$ cat config.mk
export PLATFORM = sky130hd
export DESIGN_NAME = hall_commutator
export DESIGN_NICKNAME = d
export VERILOG_FILES = /design/src/rtl/hallcom_pkg.sv /design/src/rtl/hall_sync.sv /design/src/rtl/step_decoder.sv /design/src/rtl/drive_gate.sv /design/src/rtl/hall_commutator.sv
export SDC_FILE = /design/constraint.sdc
export NUM_CORES = 1
export LEC_CHECK = 0
export BUFFER_PORTS_ARGS = -buffer_cell sky130_fd_sc_hd__buf_4
export CORE_AREA = 10 10 47 49
export DETAILED_ROUTE_END_ITERATION = 7
export DIE_AREA = 0 0 57 59
export GPL_TIMING_DRIVEN = 0
export PLACE_DENSITY = 0.6
export SLEW_MARGIN = 20
export SYNTH_ARGS = -nofsm -noshare
export SYNTH_HDL_FRONTEND = slang
export SYNTH_HIERARCHICAL = 1
export SYNTH_SLANG_ARGS = --single-unit
$ cat constraint.sdc
create_clock -name clk -period 1 [get_ports clk]
set_input_delay 0.15 -clock clk [delete_from_list [all_inputs] [get_ports clk]]
set_output_delay 0.15 -clock clk [all_outputs]
set_load 0.1 [all_outputs]
$ cat src/rtl/hallcom_pkg.sv
package hallcom_pkg;
    localparam int PHASES = 3;

    typedef logic [PHASES-1:0] leg_t;

    typedef struct packed {
        leg_t hi;
        leg_t lo;
    } drive_t;

    localparam leg_t LEG_U = 3'b001;
    localparam leg_t LEG_V = 3'b010;
    localparam leg_t LEG_W = 3'b100;
    localparam leg_t LEG_NONE = 3'b000;
endpackage

$ cat src/rtl/hall_sync.sv
module hall_sync #(
    parameter int WIDTH  = 3,
    parameter int STAGES = 2
) (
    input  logic             clk,
    input  logic             rst,
    input  logic [WIDTH-1:0] async_in,
    output logic [WIDTH-1:0] sync_out
);
    logic [WIDTH-1:0] stage_q [STAGES];

    for (genvar s = 0; s < STAGES; s++) begin : g_stage
        logic [WIDTH-1:0] stage_d;
        if (s == 0) begin : g_first
            always_comb stage_d = rst ? '0 : async_in;
        end else begin : g_next
            always_comb stage_d = rst ? '0 : stage_q[s-1];
        end
        always_ff @(posedge clk) begin
            stage_q[s] <= stage_d;
        end
    end

    assign sync_out = stage_q[STAGES-1];
endmodule

$ cat src/rtl/step_decoder.sv
module step_decoder
    import hallcom_pkg::*;
(
    input  logic [PHASES-1:0] hall_code,
    input  logic              reverse,
    output drive_t            step
);
    logic [PHASES-1:0] code;

    always_comb begin
        code = reverse ? ~hall_code : hall_code;
        step = '{hi: LEG_NONE, lo: LEG_NONE};
        unique case (code)
            3'b101:  step = '{hi: LEG_V, lo: LEG_U};
            3'b100:  step = '{hi: LEG_W, lo: LEG_U};
            3'b110:  step = '{hi: LEG_W, lo: LEG_V};
            3'b010:  step = '{hi: LEG_U, lo: LEG_V};
            3'b011:  step = '{hi: LEG_U, lo: LEG_W};
            3'b001:  step = '{hi: LEG_V, lo: LEG_W};
            default: step = '{hi: LEG_NONE, lo: LEG_NONE};
        endcase
    end
endmodule

$ cat src/rtl/drive_gate.sv
module drive_gate
    import hallcom_pkg::*;
(
    input  drive_t step,
    input  logic   pwm_n,
    input  logic   uv_fault,
    input  logic   lock_off,
    output drive_t gated
);
    logic hi_block;

    always_comb begin
        hi_block = pwm_n | uv_fault | lock_off;
        gated.lo = step.lo;
        gated.hi = hi_block ? LEG_NONE : step.hi;
    end
endmodule

$ cat src/rtl/hall_commutator.sv
module hall_commutator
    import hallcom_pkg::*;
#(
    parameter int SYNC_STAGES = 2
) (
    input  logic       clk,
    input  logic       rst,
    input  logic [2:0] hall_in,
    input  logic       dir_rev,
    input  logic       pwm_n,
    input  logic       uv_fault,
    input  logic       lock_off,
    output logic [2:0] hi_en,
    output logic [2:0] lo_en
);
    logic [PHASES-1:0] hall_s;
    drive_t            step;
    drive_t            gated;
    drive_t            out_d;
    drive_t            out_q;

    hall_sync #(
        .WIDTH  (PHASES),
        .STAGES (SYNC_STAGES)
    ) u_sync (
        .clk      (clk),
        .rst      (rst),
        .async_in (hall_in),
        .sync_out (hall_s)
    );

    step_decoder u_dec (
        .hall_code (hall_s),
        .reverse   (dir_rev),
        .step      (step)
    );

    drive_gate u_gate (
        .step     (step),
        .pwm_n    (pwm_n),
        .uv_fault (uv_fault),
        .lock_off (lock_off),
        .gated    (gated)
    );

    always_comb begin
        out_d = rst ? '{hi: LEG_NONE, lo: LEG_NONE} : gated;
    end

    always_ff @(posedge clk) begin
        out_q <= out_d;
    end

    assign hi_en = out_q.hi;
    assign lo_en = out_q.lo;
endmodule

==> run metrics, run 1 <==
Max Fclk=0.918 GHz; CTS tree=done; Worst Clk Skew=0.00984 ns; Synth area leaders=dfxtp_1, nor2b_1, buf_4; gpl congestion=0.691; Skew-Pair Late Insertion Delay=0.27 ns; crit path kind=reg -> reg; global-route wire length before repair=1390 um; Final Core Density=49.4%; largest net degree at the start of global routing=13; post-DR wirelength/cell=11.5 um; RSZ-0062 raised after global routing=true; failing checks=setup timing; die width=57 um; GRT Residual Overflow=0; row count=14; clock root cell=clkbuf_4; worst r2r src=u_sync/stage_q[0][5]; slowest CP cell=dfxtp_2; area grow syn2layout=44.0%; buffer and inverter count on the worst path=0; Synth top area share=50.0%; P per Cell Area=1470 nW/um2; CP Cell Sequence=or2b_1 > mux2i_1 > nor4b_2 > nor2b_1; Yosys warning count=6; area of the multi-input gates=215 um2; port buffer count=13; CTS clk-pin slew, worst paths=0.08 ns; detailed placement HPWL=649 um; critical path endpoint category=flip-flop; fillers=133; vias after detailed routing=349; delay-heaviest family, CP=simple AND/OR/NAND/NOR gates; Post-Syn Area=480 um2; Synth Area in Simple Gates=30.2%; n_diodes=0; synthesized net count=57; worst hold path type=in -> reg; Final min period=1.09 ns; clk buf depth=2; Worst Path Max Fanout=4; CTS Sinks=12; CP startpoint kind=flip-flop; post-synthesis compound-gate area fraction=5.21%; DR DRC count=0; CTS buffer count=3; multiplexer share of the synthesized area=4.17%; Synth Area in Adders=0%; Post-Synthesis Cells=48; CP Data Required Time=1.22 ns; Worst Slack Setup Final=-0.0897 ns; Lkg Pwr=0.284 nW; Slew headroom=86.4%; register area=253 um2; antenna-violating nets left=0; initial antenna violation count=0; # setup viols final=4; die span in y=59 um; main combinational cell family by area after synthesis=simple AND/OR/NAND/NOR gates; worst setup path start=u_sync/stage_q[0][5]; Avg Cell Area, Syn=10.0 um2; Cell variety after synth=10; ys async rst share=0%; CP peak stage delay=0.35 ns; io pins=15; H-tree depth=1; Seq/Total Area, Yosys=50.0%; EDFF count, synth=0; # hold bufs at CTS=0; share of cells above drive strength 1=54.0%; worst hold margin=0.0943 ns; Fin. Hold Viols=0; arrival time worst endpoint=1.30 ns; Synth Flop Type=dfxtp_1; register bit count reported by yosys=12; Place WS=-0.158 ns; Tot GR Track Use=5.09%; hold_sp=hall_in[0]; run status=complete, but fails checks; Final nets=73; worst ir drop on vdd=0.845 mV; Core Box Area=1400 um2; biggest area consumer among synthesized cells=dfxtp_1; vias per inst=4.42; Max Cap Violations=0; vias in the first global route=352; actual slew at the worst max-slew pin=0.204 ns; total die area=3360 um2; area share of xor/xnor cells in the synthesized design=0%; Pins Over Slew Limit=0; Initial Util=34.3%; first-pass iteration count of the detailed router=1; Iter 0 DRT Violations=0; Post-Route WL=905 um; most common library cells after synthesis=dfxtp_1, nor2b_1, buf_4, nand2b_1, o22ai_1; fin crit share=109%
[flip-flops by register name, summed over array words and instances, names as in the netlist]
register	cells
u_sync/stage_q	6
lo_en	3
hi_en	3
[kinds of logic (layout without fill, tap and decap cells)]
family,Yosys count,after routing
flops,12,12
simple gates,23,23
compound gates,4,4
mux,2,2
buf+inv,7,22
[path summary, 6_finish.rpt]
path                           to  cells past startpoint  slack (ns)
max                      hi_en[0]                      4       -0.09
max reg2reg              hi_en[0]                      4       -0.09
min reg2reg  u_sync/stage_q[0][4]                      1        0.44
min          u_sync/stage_q[0][0]                      2        0.09
[cell usage in the layout, fill, tap and decap left out]
cell type | Yosys | layout
nand2b_1 | 4 | 4
dfxtp_1 | 12 | 4
o22ai_1 | 4 | 3
clkbuf_4 | 0 | 3
buf_2 | 1 | 1
buf_12 | 0 | 1
buf_6 | 0 | 4
mux2i_1 | 2 | 2
clkbuf_8 | 0 | 1
nor2b_1 | 12 | 12
nor4b_2 | 0 | 3
dfxtp_4 | 0 | 1
o22ai_2 | 0 | 1
dfxtp_2 | 0 | 7
or2b_1 | 1 | 1
nand2_1 | 3 | 3
buf_4 | 6 | 11
buf_8 | 0 | 1
[where the power goes]
| group | total [W] | switching (W) | internal (W) |
|---|---|---|---|
| clock network | 0.000386 | 0.000165 | 0.000221 |
| registers | 0.000503 | 0.00000972 | 0.000493 |
| logic | 0.000126 | 0.0000662 | 0.0000602 |
| total | 0.00102 | 0.000241 | 0.000774 |
[routing by layer]
metal / part of all wire [%] / GRT usage, %
met1: 44 / 4.35
met2: 49 / 9.61
met3: 7.4 / 4.08
met4: 0 / 0
met5: 0 / 0
[timing repair]
item / 4_1_cts / 5_1_grt
resized for setup: 11 / 5
pin swaps: 0 / 1
buffers inserted: 1 / 1
endpoints found under the setup margin: 10 / 7
[cell type report]
cell class,instances,share of cell area [%]
well taps,16,2.89
clock buffers,4,5.24
flip-flops and latches,12,36.5
repair buffers,15,21.3
multi-input cells,29,31.1
plain buffers,3,2.89
[metrics by stage]
stage	setup TNS [ns]	instance area [um2]	power, W	instances
final	-0.159	692	0.00102	79
after global routing	-0.536	692	0.00107	79
after CTS	-0.222	682	0.00104	80
after detailed placement	-0.388	619	0.000639	77
after global placement	-0.426	619	0.000637	77
after floorplan	-0.155	502	0.000595	48
No activity file was read; power rests on OpenSTA's default activity.
==> inputs of run 2 (changes only) <==
==> constraint.sdc (replaced) <==
create_clock -name clk -period 1 [get_ports clk]
set_input_delay 0.2 -clock clk [delete_from_list [all_inputs] [get_ports clk]]
set_output_delay 0.2 -clock clk [all_outputs]
set_load 0.1 [all_outputs]
==> run metrics, run 2 (synthesis gave the netlist of run 1 again) <==
Iter 0 DRT Violations=0; die span in y=59 um; port buffer count=13; CTS tree=done; largest net degree at the start of global routing=13; Sw Pwr=0.000236 W; hold_sp=hall_in[2]; RSZ-0062 raised after global routing=true; Reg with most FFs=u_sync/stage_q; Skew-Pair Late Insertion Delay=0.27 ns; area grow syn2layout=52.6%; Hold EP=u_sync/stage_q[0][2]; vias after detailed routing=332; CTS buffer count=3; commonest non-fill, non-tap cell in the layout=nor2b_1; overall power=0.00102 W; area of the multi-input gates=216 um2; clk buf depth=2; Final nets=72; # hold bufs at CTS=0; Fin. Hold Viols=0; Reg power frac=49.4%; grt met2 use=7.91%; total die area=3360 um2; max reg flops=6; gpl congestion=0.707; actual slew at the worst max-slew pin=0.173 ns; reg2reg path depth=4; crit path kind=reg -> reg; vias in the first global route=345; critical path endpoint category=flip-flop; run status=complete, but fails checks; Max Cap Violations=0; Tot GR Track Use=5.84%; Place WS=-0.195 ns; clock root cell=clkbuf_4; fillers=135; GRT Residual Overflow=0; post-DR wirelength/cell=10.8 um; Slew headroom=88.4%; Worst Slack Setup Final=-0.122 ns; Initial Util=34.3%; Final min period=1.12 ns; Worst Path Max Fanout=3; most frequent cells in the layout=nor2b_1, buf_4, dfxtp_2; Core Box Area=1400 um2; DP Area=627 um2; switch share=23.3%; worst hold path type=in -> reg; global-route wire length before repair=1550 um; Int Pwr=0.000779 W; CTS Sinks=12; initial antenna violation count=0; P per Cell Area=1380 nW/um2; worst ir drop on vdd=0.678 mV; Reg2Reg Capture Point=hi_en[0]; H-tree depth=1; post-layout instance area=733 um2; Worst Clk Skew=0.000938 ns; fin crit share=112%; die width=57 um; Max Fclk=0.891 GHz; gr busiest metal=met2; failing checks=setup timing; hold path cells=2; non-filler cells, final=78; Cells after DPL=77; CP startpoint kind=flip-flop; io pins=15; row count=14; R2R setup slack=-0.12 ns; detailed placement HPWL=668 um; worst r2r src=u_sync/stage_q[0][5]; Lkg Pwr=0.293 nW; # setup viols final=2; CP Data Required Time=1.21 ns; worst hold margin=0.139 ns; vias per inst=4.26; met3 Usage GRT=3.65%; first-pass iteration count of the detailed router=1; CTS clk-pin slew, worst paths=0.08 ns; register area=256 um2; routing usage on met1=6.55%; DR DRC count=0; power share of the combinational group=13.0%; antenna-violating nets left=0; share of cells above drive strength 1=54.8%; clock network fraction of total power=37.6%; arrival time worst endpoint=1.33 ns; Post-Route WL=840 um; n_diodes=0; Pins Over Slew Limit=0
[run 2: worst max path at each step]
stage / from / to / slack [ns]
CTS: u_sync/stage_q[0][5] / hi_en[0] / -0.14
global placement: u_sync/stage_q[0][4] / hi_en[0] / -0.16
detailed placement: u_sync/stage_q[0][5] / hi_en[0] / -0.20
global route: u_sync/stage_q[0][4] / hi_en[0] / -0.17
floorplan: u_sync/stage_q[0][5] / hi_en[0] / -0.09
finish: u_sync/stage_q[0][5] / hi_en[0] / -0.12
[run 2: final cells by class]
type	instances	area share, %
plain buffers	3	2.73
clock buffers	4	4.95
multi-input cells	29	29.5
flip-flops and latches	12	35.0
well taps	16	2.73
repair buffers	14	25.1
[run 2: worst max-delay path, cell delays in order (launching register included)]
cell and delay [ns]:
dfxtp_4 0.36, or2b_1 0.24, mux2i_1 0.14, nor4b_2 0.19
nor2b_1 0.14
[run 2: per-stage QoR]
step | util [%] | setup TNS [ns]
final | 52.3 | -0.143
after CTS | 52.1 | -0.255
after floorplan | - | -0.101
after global placement | 44.7 | -0.376
after global routing | 52.3 | -0.472
after detailed placement | 44.7 | -0.410
[run 2: what timing repair did]
action	in CTS	in global routing
gates resized for setup	23	3
gates cloned	0	0
pin swaps	1	1
buffers inserted	1	0
endpoints found under the setup margin	10	9
[run 2: metal layers]
layer  up-vias  share of wire (%)
li1        181                  -
met1       139                 44
met2        12                 45
met3         0                 11
met4         0                  0
met5         -                  0
[run 2: power by group through the flow]
stage	combinational, W	clock [W]	sequential [W]
after CTS	0.000135	0.000400	0.000502
final	0.000132	0.000382	0.000502
after floorplan	0.0000540	0	0.000541
after detailed placement	0.000131	0	0.000509
after global routing	0.000143	0.000422	0.000504
after global placement	0.000130	0	0.000509
